### config.mk
export PLATFORM = sky130hd
export DESIGN_NAME = adc_inj_sequencer
export DESIGN_NICKNAME = d
export VERILOG_FILES = /design/src/rtl/inj_seq_pkg.sv /design/src/rtl/inj_trig_detect.sv /design/src/rtl/inj_offset_sat.sv /design/src/rtl/adc_inj_sequencer.sv
export SDC_FILE = /design/constraint.sdc
export NUM_CORES = 1
export LEC_CHECK = 0
export CORE_ASPECT_RATIO = 2
export CORE_UTILIZATION = 38
export DETAILED_ROUTE_END_ITERATION = 10
export HOLD_SLACK_MARGIN = 0.06
export PLACE_DENSITY = 0.8
export SETUP_SLACK_MARGIN = 0.15
export SLEW_MARGIN = 20
export SYNTH_ARGS = -nofsm -noshare
export SYNTH_HDL_FRONTEND = slang
export SYNTH_SLANG_ARGS = --single-unit
export TNS_END_PERCENT = 10
### constraint.sdc
create_clock -name clk -period 3.1 [get_ports clk]
set_input_delay 0.465 -clock clk [delete_from_list [all_inputs] [get_ports clk]]
set_output_delay 0.465 -clock clk [all_outputs]
set_load 0.02 [all_outputs]
### src/rtl/inj_seq_pkg.sv
package inj_seq_pkg;

    typedef enum logic [1:0] {
        EDGE_OFF  = 2'b00,
        EDGE_RISE = 2'b01,
        EDGE_FALL = 2'b10,
        EDGE_ANY  = 2'b11
    } edge_mode_e;

    typedef struct packed {
        logic scan;
        logic cont;
        logic disc;
        logic chain;
    } grp_mode_t;

    function automatic logic edge_hit(edge_mode_e mode, logic cur, logic prev);
        logic hit;
        unique case (mode)
            EDGE_RISE: hit = cur & ~prev;
            EDGE_FALL: hit = ~cur & prev;
            EDGE_ANY:  hit = cur ^ prev;
            default:   hit = 1'b0;
        endcase
        return hit;
    endfunction

endpackage

### src/rtl/inj_trig_detect.sv
module inj_trig_detect
    import inj_seq_pkg::*;
#(
    parameter int NSRC  = 4,
    parameter int SRC_W = $clog2(NSRC + 1)
) (
    input  logic             clk,
    input  logic             rst,
    input  logic [NSRC-1:0]  ext_trig,
    input  logic [SRC_W-1:0] cfg_src,
    input  logic [1:0]       cfg_edge,
    input  logic             sw_start,
    output logic             sw_sel,
    output logic             fire
);
    logic line_sel;
    logic [2:0] sync_q;

    always_comb begin
        line_sel = 1'b0;
        for (int i = 0; i < NSRC; i++) begin
            if (cfg_src == SRC_W'(i)) line_sel = ext_trig[i];
        end
    end

    assign sw_sel = (cfg_src == SRC_W'(NSRC));

    always_ff @(posedge clk) begin
        if (rst) sync_q <= '0;
        else     sync_q <= {sync_q[1:0], line_sel};
    end

    assign fire = sw_sel ? sw_start
                         : edge_hit(edge_mode_e'(cfg_edge), sync_q[1], sync_q[2]);
endmodule

### src/rtl/inj_offset_sat.sv
module inj_offset_sat #(
    parameter int DW = 12
) (
    input  logic [DW-1:0] raw,
    input  logic [DW-1:0] offset,
    input  logic [1:0]    res,
    output logic [DW-1:0] result
);
    logic [DW-1:0] mask;
    logic [DW-1:0] raw_m;
    logic [DW-1:0] off_m;

    assign mask   = {DW{1'b1}} >> (2 * res);
    assign raw_m  = raw & mask;
    assign off_m  = offset & mask;
    assign result = (raw_m > off_m) ? (raw_m - off_m) : '0;
endmodule

### src/rtl/adc_inj_sequencer.sv
module adc_inj_sequencer
    import inj_seq_pkg::*;
#(
    parameter int NRANK = 4,
    parameter int NSRC  = 4,
    parameter int DW    = 12,
    parameter int CH_W  = 5,
    localparam int LEN_W = (NRANK > 1) ? $clog2(NRANK) : 1,
    localparam int SRC_W = $clog2(NSRC + 1)
) (
    input  logic                  clk,
    input  logic                  rst,
    input  logic [LEN_W-1:0]      cfg_len_m1,
    input  logic [NRANK*CH_W-1:0] cfg_chan,
    input  logic [NRANK*DW-1:0]   cfg_offset,
    input  logic [1:0]            cfg_res,
    input  logic [SRC_W-1:0]      cfg_src,
    input  logic [1:0]            cfg_edge,
    input  logic                  cfg_scan,
    input  logic                  cfg_cont,
    input  logic                  cfg_disc,
    input  logic                  cfg_auto,
    input  logic [NSRC-1:0]       ext_trig,
    input  logic                  sw_start,
    input  logic                  reg_done,
    output logic                  conv_req,
    output logic [CH_W-1:0]       conv_chan,
    input  logic                  conv_done,
    input  logic [DW-1:0]         conv_data,
    output logic [NRANK*DW-1:0]   data_out,
    output logic                  eoc,
    output logic                  eog,
    input  logic                  eog_clr
);
    grp_mode_t        mode;
    logic             sw_sel;
    logic             fire;
    logic             disc_eff;
    logic             auto_go;
    logic             start;
    logic             accept;
    logic             at_last;
    logic [LEN_W-1:0] eff_last;
    logic [LEN_W-1:0] idx;
    logic             busy;
    logic [CH_W-1:0]  chan_arr [NRANK];
    logic [DW-1:0]    off_arr  [NRANK];
    logic [DW-1:0]    result;

    assign mode = '{scan: cfg_scan, cont: cfg_cont, disc: cfg_disc, chain: cfg_auto};

    inj_trig_detect #(.NSRC(NSRC), .SRC_W(SRC_W)) u_trig (
        .clk      (clk),
        .rst      (rst),
        .ext_trig (ext_trig),
        .cfg_src  (cfg_src),
        .cfg_edge (cfg_edge),
        .sw_start (sw_start),
        .sw_sel   (sw_sel),
        .fire     (fire)
    );

    assign disc_eff = mode.disc & mode.scan & ~mode.cont;
    assign eff_last = mode.scan ? cfg_len_m1 : '0;
    assign auto_go  = mode.chain & sw_sel & ~disc_eff & reg_done;
    assign start    = ~busy & (fire | auto_go);
    assign accept   = busy & conv_done;
    assign at_last  = (idx == eff_last);

    inj_offset_sat #(.DW(DW)) u_sat (
        .raw    (conv_data),
        .offset (off_arr[idx]),
        .res    (cfg_res),
        .result (result)
    );

    always_ff @(posedge clk) begin
        if (rst) begin
            busy <= 1'b0;
            idx  <= '0;
            eoc  <= 1'b0;
            eog  <= 1'b0;
        end else begin
            eoc <= accept;
            eog <= (accept & at_last) | (eog & ~eog_clr);
            if (accept) begin
                if (at_last) begin
                    idx  <= '0;
                    busy <= 1'b0;
                end else begin
                    idx <= idx + 1'b1;
                    if (disc_eff) busy <= 1'b0;
                end
            end else if (start) begin
                busy <= 1'b1;
                idx  <= (disc_eff && idx <= eff_last) ? idx : '0;
            end
        end
    end

    for (genvar r = 0; r < NRANK; r++) begin : g_rank
        logic [DW-1:0] data_q;
        assign chan_arr[r] = cfg_chan[r*CH_W +: CH_W];
        assign off_arr[r]  = cfg_offset[r*DW +: DW];
        always_ff @(posedge clk) begin
            if (rst)                                     data_q <= '0;
            else if (accept && idx == LEN_W'(r))         data_q <= result;
        end
        assign data_out[r*DW +: DW] = data_q;
    end

    assign conv_req  = busy;
    assign conv_chan = chan_arr[idx];
endmodule

==> impl_metrics.yaml, run 1 <==
outcome:
  status: "complete, no violations"
timing:
  tns_ns: 0
  fin_worst_skew_ns: 0.005387
  tightest_slew_ns: 0.6460
  final_hold_viol_count: 0
  setup_viol: 0
  rsz0062_at_grt: "yes"
  maxSlewViolCount: 0
  finalCritPeriodShare_pct: 93.91
  min_period_ns: 2.911
  slew_headroom_pct: 56.94
  max_freq_mhz: 343.5
setup_path:
  rr_worst_depth: 11
  rr_startpoint: "idx[0]$_SDFFE_PP0P_"
  max_stage_delay_ns: 0.48
  endpoint_kind: "flip-flop"
  rrSetupSlack_ns: 0.19
  cp_slowest_cell: "mux4_2"
  path_cells: "buf_12 > buf_12 > mux4_2 > nand2_1 > ha_1 > a211oi_2 > o21bai_1 > a21o_1 > a221o_1 > and2_4 > o31ai_1"
  crit_type: "reg2reg"
  path_max_fanout: 6
  reg2reg_to: "g_rank[3].data_q[11]$_SDFFE_PP0P_"
  worst_path_most_repeated_cell: "buf_12"
  cp-start-kind: "flip-flop"
  cp.arrival_ns: 3.09
  required_ns: 3.28
power_and_ir_drop:
  p_comb_share_pct: 29.4
  p_per_area_mw_per_mm2: 348.3
  total_power_mw: 1.932
  p_clk_share_pct: 32.8
  switching_share_pct: 26.70
  power_frac_seq_pct: 37.8
  power.leakage_nw: 2.062
  worst_ir_drop_vdd_mv: 0.2657
  p_switching_uw: 515.9
  p_int_mw: 1.416
detailed_routing:
  routed_via_density: 5.512
  vias: 3577
  wl_mm: 10.48
  drt-pass1-iter-count: 5
  drt_iter0_markers: 234
  drc: 0
  post_drt_wl_per_cell_um: 16.15
  dr_wl_met2_mm: 5.959
  wl_met1_mm: 3.433
  wl_met3_um: 479
  top_layer: "met4"
  ant_nets: 0
placement:
  gp_congestion: 0.8397
  placed_cell_area_mm2: 0.005204
  hpwl_mm: 8.392
  portBuffers: 158
cts:
  cts_tree: "yes"
  cts_hold_buffers: 0
  clk_latency_ns: 0.30
  cts_made_buffers: 5
  clockBufferDepth: 2
  cts.sinks: 56
  clk_pin_slew_ns: 0.07
  clockRootBuffer: "clkbuf_16"
  htreeDepth: 2
global_route:
  grt_max_degree: 43
  grt_overflow: 0
  antenna_found_initial: 0
  grt_pass1_vias: 3724
  grt_pass1_wl_mm: 16.59
  grtUsageTotal_pct: 23.60
logic_synthesis:
  synth_flop_cell: "dfxtp_1"
  synth_edf_count: 0
  synth_cell_types: 46
  netlist_instances: 375
  ys_seq_area_share_pct: 33.06
  yosys_register_bits: 56
  yosysWarnings: 0
  postSynth.asyncResetShare_pct: 0
  synthesis.area_mm2: 0.003391
  syn_area_per_cell_um2: 9.042
  syn_nets: 500
finish:
  final_nets: 673
  areaGrowthSynthToFinish_pct: 63.58
  drive_above_1_share_pct: 15.66
  antenna_cells: 0
  fillers: 731
  fin_area_mm2: 0.005547
  final_util_pct: 64.13
min_path:
  holdPathEnd: "u_trig.sync_q[1]$_SDFF_PP0_"
  worstHoldStart: "u_trig.sync_q[0]$_SDFF_PP0_"
  worstHoldPathType: "reg2reg"
  whs_path_depth: 1
floorplan:
  core_area_mm2: 0.008648
  die_h_um: 135.6
  die_w_um: 68.80
  ioPinCount: 159
  initial_core_util_pct: 39.21
  core.rowCount: 48
  die_area_mm2: 0.009328
job:
  max_cap_viol_count: 0
==> repair_timing <==
| item | in CTS | in global routing |
|---|---|---|
| setup endpoints to repair | 1 | 45 |
| gates resized for setup | 1 | 24 |
| endpoints found under the hold margin | 0 | 0 |
| pin swaps | 0 | 8 |
| setup buffers | 0 | 5 |
==> worst max path at each step <==
stage | startpoint | endpoint | slack [ns] | cells after the start
after floorplan | idx[1]$_SDFFE_PP0P_ | g_rank[1].data_q[0]$_SDFFE_PP0P_ | 0.16 | 13
after global placement | cfg_offset[37] | g_rank[2].data_q[11]$_SDFFE_PP0P_ | -0.06 | 11
after detailed placement | cfg_offset[37] | g_rank[2].data_q[11]$_SDFFE_PP0P_ | -0.11 | 10
after CTS | idx[0]$_SDFFE_PP0P_ | g_rank[2].data_q[11]$_SDFFE_PP0P_ | 0.17 | 10
after global routing | idx[0]$_SDFFE_PP0P_ | g_rank[3].data_q[11]$_SDFFE_PP0P_ | 0.05 | 11
final | idx[0]$_SDFFE_PP0P_ | g_rank[3].data_q[11]$_SDFFE_PP0P_ | 0.19 | 11
==> power groups by stage <==
| stage | Combinational [mW] | Clock, mW | Sequential (mW) |
|---|---|---|---|
| after floorplan | 0.263 | 0 | 0.754 |
| after global placement | 0.519 | 0 | 0.748 |
| after detailed placement | 0.530 | 0 | 0.748 |
| after CTS | 0.534 | 0.637 | 0.732 |
| after global routing | 0.610 | 0.667 | 0.732 |
| final | 0.567 | 0.634 | 0.731 |
==> worst max-delay path: cells and delay by family (launching register included) <==
| kind | cells | cell delay (ns) |
|---|---|---|
| muxes | 1 | 0.48 |
| and+or+nand+nor | 2 | 0.28 |
| DFF | 1 | 0.36 |
| buffers and inverters | 2 | 0.24 |
| AOI/OAI and AO/OA | 5 | 1.18 |
| adders and majority gates | 1 | 0.25 |
==> sequential cells by signal (all words and copies together), names as in the netlist <==
| name | cells |
|---|---|
| conv_req | 1 |
| eoc | 1 |
| eog | 1 |
| g_rank.data_q | 48 |
| idx | 2 |
| u_trig.sync_q | 3 |
==> layer usage <==
| layer | vias to the layer above | global-route usage [%] |
|---|---|---|
| li1 | 1699 | - |
| met1 | 1677 | 23.53 |
| met2 | 156 | 42.32 |
| met3 | 45 | 3.283 |
| met4 | 0 | 16.44 |
| met5 | - | 0 |
==> cells in the mapped netlist, types with 5 or more instances <==
cell type | number | share of area (%)
dfxtp_1 | 56 | 33
mux4_2 | 17 | 11
nor2_1 | 24 | 2.7
a21oi_1 | 27 | 4.0
o31ai_1 | 6 | 1.3
clkbuf_1 | 13 | 1.4
nand3_1 | 23 | 3.4
xor2_1 | 5 | 1.3
nand2b_1 | 7 | 1.3
o21ai_0 | 21 | 3.1
ha_1 | 21 | 7.7
a21o_1 | 6 | 1.3
nand2_1 | 41 | 4.5
and3_1 | 6 | 1.1
inv_1 | 14 | 1.5
nand3b_1 | 25 | 5.5
and2_1 | 8 | 1.5
nor2b_1 | 7 | 1.3
==> cell families (layout without fill, tap and decap cells) <==
family,count (synthesis),count (layout),share of synthesized area (%)
DFF,56,56,33.06
and+or+nand+nor,148,148,22.58
muxes,20,20,12.21
xor gates and xnor gates,8,8,2.067
adders and majority gates,22,22,8.339
AOI/OAI and AO/OA,85,85,17.20
buffers and inverters,36,210,4.539
==> through the flow <==
| step | setup slack [ns] | hold slack (ns) | cells |
|---|---|---|---|
| 2_1_floorplan | 0.1585 | 0.4138 | 375 |
| 3_3_place_gp | -0.05524 | 0.4185 | 636 |
| 3_5_place_dp | -0.1096 | 0.4444 | 636 |
| 4_1_cts | 0.1684 | 0.4567 | 644 |
| 5_1_grt | 0.04932 | 0.4674 | 649 |
| 6_report | 0.1889 | 0.4538 | 649 |
==> layout by cell type (no fill, tap or decap), types with 13 or more instances in the layout <==
| cell | instances |
|---|---|
| clkdlybuf4s50_1 | 157 |
| dfxtp_1 | 55 |
| nand2_1 | 41 |
| a21oi_1 | 27 |
| buf_4 | 27 |
| nand3b_1 | 25 |
| nor2_1 | 24 |
| nand3_1 | 23 |
| o21ai_0 | 20 |
| ha_1 | 18 |
| mux4_2 | 17 |
| inv_1 | 13 |
==> final cells by class <==
cell class	count	area, um^2	area share [%]
clock inverters	2	35.03	0.6316
flip-flops and latches	56	1125	20.28
well taps	100	125.1	2.256
multi-input cells	283	2241	40.40
repair buffers	188	1839	33.16
clock buffers	6	128.9	2.323
inverters	14	52.55	0.9474
No activity file was read; power rests on OpenSTA's default activity.
==> inputs of run 2 (changes only) <==
--- a/config.mk
+++ b/config.mk
@@ -5,11 +5,13 @@
 export SDC_FILE = /design/constraint.sdc
 export NUM_CORES = 1
 export LEC_CHECK = 0
-export CORE_ASPECT_RATIO = 2
-export CORE_UTILIZATION = 38
+export CELL_PAD_IN_SITES_DETAIL_PLACEMENT = 1
+export CELL_PAD_IN_SITES_GLOBAL_PLACEMENT = 1
+export CORE_ASPECT_RATIO = 0.9
+export CORE_UTILIZATION = 27
 export DETAILED_ROUTE_END_ITERATION = 10
 export HOLD_SLACK_MARGIN = 0.06
-export PLACE_DENSITY = 0.8
+export PLACE_DENSITY = 0.79
 export SETUP_SLACK_MARGIN = 0.15
 export SLEW_MARGIN = 20
 export SYNTH_ARGS = -nofsm -noshare
==> run 2 against run 1 <==
Effect of this change:
- die area grew 39%
- sequential cell count is the same
- critical path depth grew 1
- total power grew 1.7%
- via count is essentially flat
- clock skew grew 0.00079 ns
==> impl_metrics.yaml, run 2 (synthesis gave the netlist of run 1 again) <==
finish:
  areaGrowthSynthToFinish_pct: 68.89
  top_regs: "g_rank.data_q (48), u_trig.sync_q (3), idx (2)"
  fillers: 1376
  largest_reg_flops: 48
  finalNonFillerCells: 717
  drive_above_1_share_pct: 17.27
  layout_commonest_cell: "clkdlybuf4s50_1"
  top_register: "g_rank.data_q"
  fin_area_mm2: 0.005727
  final_cell_mix: "154 x clkdlybuf4s50_1, 55 x dfxtp_1, 40 x nand2_1, 30 x buf_4, 25 x nand3b_1"
  final_nets: 680
timing:
  final_hold_viol_count: 0
  tightest_slew_ns: 0.6878
  rsz0062_at_grt: "yes"
  slew_headroom_pct: 53.81
  holdWs_ns: 0.4449
  finalCritPeriodShare_pct: 94.25
  maxSlewViolCount: 0
  setup_viol: 0
  fin_worst_skew_ns: 0.006175
  min_period_ns: 2.922
  max_freq_mhz: 342.3
floorplan:
  core.rowCount: 38
  die_w_um: 120.1
  initial_core_util_pct: 27.97
  die_h_um: 108.3
  ioPinCount: 159
  die_area_mm2: 0.01301
  core_area_mm2: 0.01212
power_and_ir_drop:
  worst_ir_drop_vdd_mv: 0.2002
  power_frac_seq_pct: 37.2
  p_comb_share_pct: 32.7
  p_switching_uw: 567.9
  p_clk_share_pct: 30.1
  p_int_mw: 1.397
  power.leakage_nw: 2.123
  switching_share_pct: 28.89
  p_per_area_mw_per_mm2: 343.2
min_path:
  worstHoldPathType: "reg2reg"
setup_path:
  crit_type: "reg2reg"
  reg2reg_to: "g_rank[2].data_q[3]$_SDFFE_PP0P_"
  endpoint_kind: "flip-flop"
  rr_startpoint: "idx[0]$_SDFFE_PP0P_"
  cp-start-kind: "flip-flop"
  cp-startpoint: "idx[0]$_SDFFE_PP0P_"
  rr_worst_depth: 12
  rrSetupSlack_ns: 0.18
  endpoint: "g_rank[2].data_q[3]$_SDFFE_PP0P_"
  cp.arrival_ns: 3.08
  required_ns: 3.26
  path_max_fanout: 10
global_route:
  grt_overflow: 0
  antenna_found_initial: 1
  grt_pass1_vias: 3834
  grtUsageTotal_pct: 18.34
  grt_pass1_wl_mm: 18.95
  grt_max_degree: 64
detailed_routing:
  post_drt_wl_per_cell_um: 16.99
  ant_nets: 0
  drc: 0
  wl_mm: 12.18
  vias: 3575
  routed_via_density: 4.986
  drt-pass1-iter-count: 4
  drt_iter0_markers: 172
placement:
  hpwl_mm: 9.566
  placedCellCount: 699
  placed_cell_area_mm2: 0.005319
  gp_congestion: 0.8207
  portBuffers: 158
cts:
  cts.sinks: 56
  cts_hold_buffers: 0
  clockBufferDepth: 2
  clockRootBuffer: "clkbuf_16"
  clk_latency_ns: 0.30
  cts_made_buffers: 5
  clk_pin_slew_ns: 0.07
  htreeDepth: 2
  cts_tree: "yes"
outcome:
  status: "complete, no violations"
job:
  max_cap_viol_count: 0
[run 2: cell count changes in the layout (fill, tap and decap cells not counted), moves of 3 or more]
cell	change
a21oi_1	-5
buf_4	+3
a21oi_2	+5
o21ai_1	+5
nand3_2	+7
nand3_1	-7
clkbuf_16	+3
o31ai_1	+3
o41ai_1	+3
o21ai_0	-6
o41ai_2	-3
dlymetal6s2s_1	+4
clkdlybuf4s50_1	-3
[run 2: worst min path at each step]
stage,from,endpoint,slack [ns],cells past startpoint
6_report,u_trig.sync_q[0]$_SDFF_PP0_,u_trig.sync_q[1]$_SDFF_PP0_,0.44,1
5_1_grt,u_trig.sync_q[0]$_SDFF_PP0_,u_trig.sync_q[1]$_SDFF_PP0_,0.46,1
4_1_cts,u_trig.sync_q[0]$_SDFF_PP0_,u_trig.sync_q[1]$_SDFF_PP0_,0.45,1
3_5_place_dp,u_trig.sync_q[0]$_SDFF_PP0_,u_trig.sync_q[1]$_SDFF_PP0_,0.44,1
3_3_place_gp,u_trig.sync_q[0]$_SDFF_PP0_,u_trig.sync_q[1]$_SDFF_PP0_,0.42,1
2_1_floorplan,u_trig.sync_q[0]$_SDFF_PP0_,u_trig.sync_q[1]$_SDFF_PP0_,0.41,1
[run 2: what timing repair did]
| item | CTS | global route |
|---|---|---|
| pin swaps | 0 | 11 |
| gates cloned | 0 | 4 |
| resized for setup | 1 | 37 |
| endpoints found under the setup margin | 4 | 48 |
| setup buffers | 0 | 5 |
[run 2: cell type report]
class                   instances  area [um^2]  share of cell area (%)
well taps                     160        200.2                   3.496
repair buffers                195         1963                   34.28
flip-flops and latches         56         1125                   19.64
multi-input cells             283         2231                   38.96
diodes                          1        2.502                 0.04370
inverters                      14        52.55                  0.9176
clock buffers                   6        138.9                   2.425
clock inverters                 2        13.76                  0.2403
[run 2: per-stage QoR]
| stage | setup WS (ns) | power, mW | utilization (%) | TNS, ns |
|---|---|---|---|---|
| 2_1_floorplan | 0.1585 | 1.017 | - | 0 |
| 6_report | 0.1782 | 1.965 | 47.23 | 0 |
| 3_5_place_dp | -0.1778 | 1.317 | 43.87 | -3.510 |
| 3_3_place_gp | -0.1146 | 1.296 | 43.87 | -0.7917 |
| 4_1_cts | 0.1770 | 1.906 | 45.13 | 0 |
| 5_1_grt | 0.07979 | 2.050 | 47.23 | 0 |
[run 2: worst max-delay path: stages, from the launching register on]
cell and delay, ns:
dfxtp_4 0.35, buf_12 0.14, mux4_2 0.36, ha_4 0.14
inv_2 0.04, fa_2 0.36, a21o_1 0.22, a221oi_4 0.30
o21ai_2 0.10, o31a_4 0.42, clkbuf_16 0.18, nand3_1 0.07
a21oi_1 0.07
[run 2: metal layers]
layer / part of all wire, % / global-route usage (%) / up-vias / wire [um]
met5: 0 / 0 / - / 0
met4: 0.76 / 4.286 / 0 / 92
met3: 5.9 / 4.114 / 8 / 713
met2: 52 / 33.78 / 124 / 6306
met1: 42 / 21.52 / 1729 / 5068
li1: - / - / 1714 / -
[run 2: power groups by stage]
stage	Combinational (mW)	Clock, mW	Sequential (mW)
2_1_floorplan	0.263	0	0.754
3_3_place_gp	0.548	0	0.749
3_5_place_dp	0.568	0	0.749
4_1_cts	0.571	0.603	0.732
5_1_grt	0.691	0.627	0.732
6_report	0.642	0.592	0.731
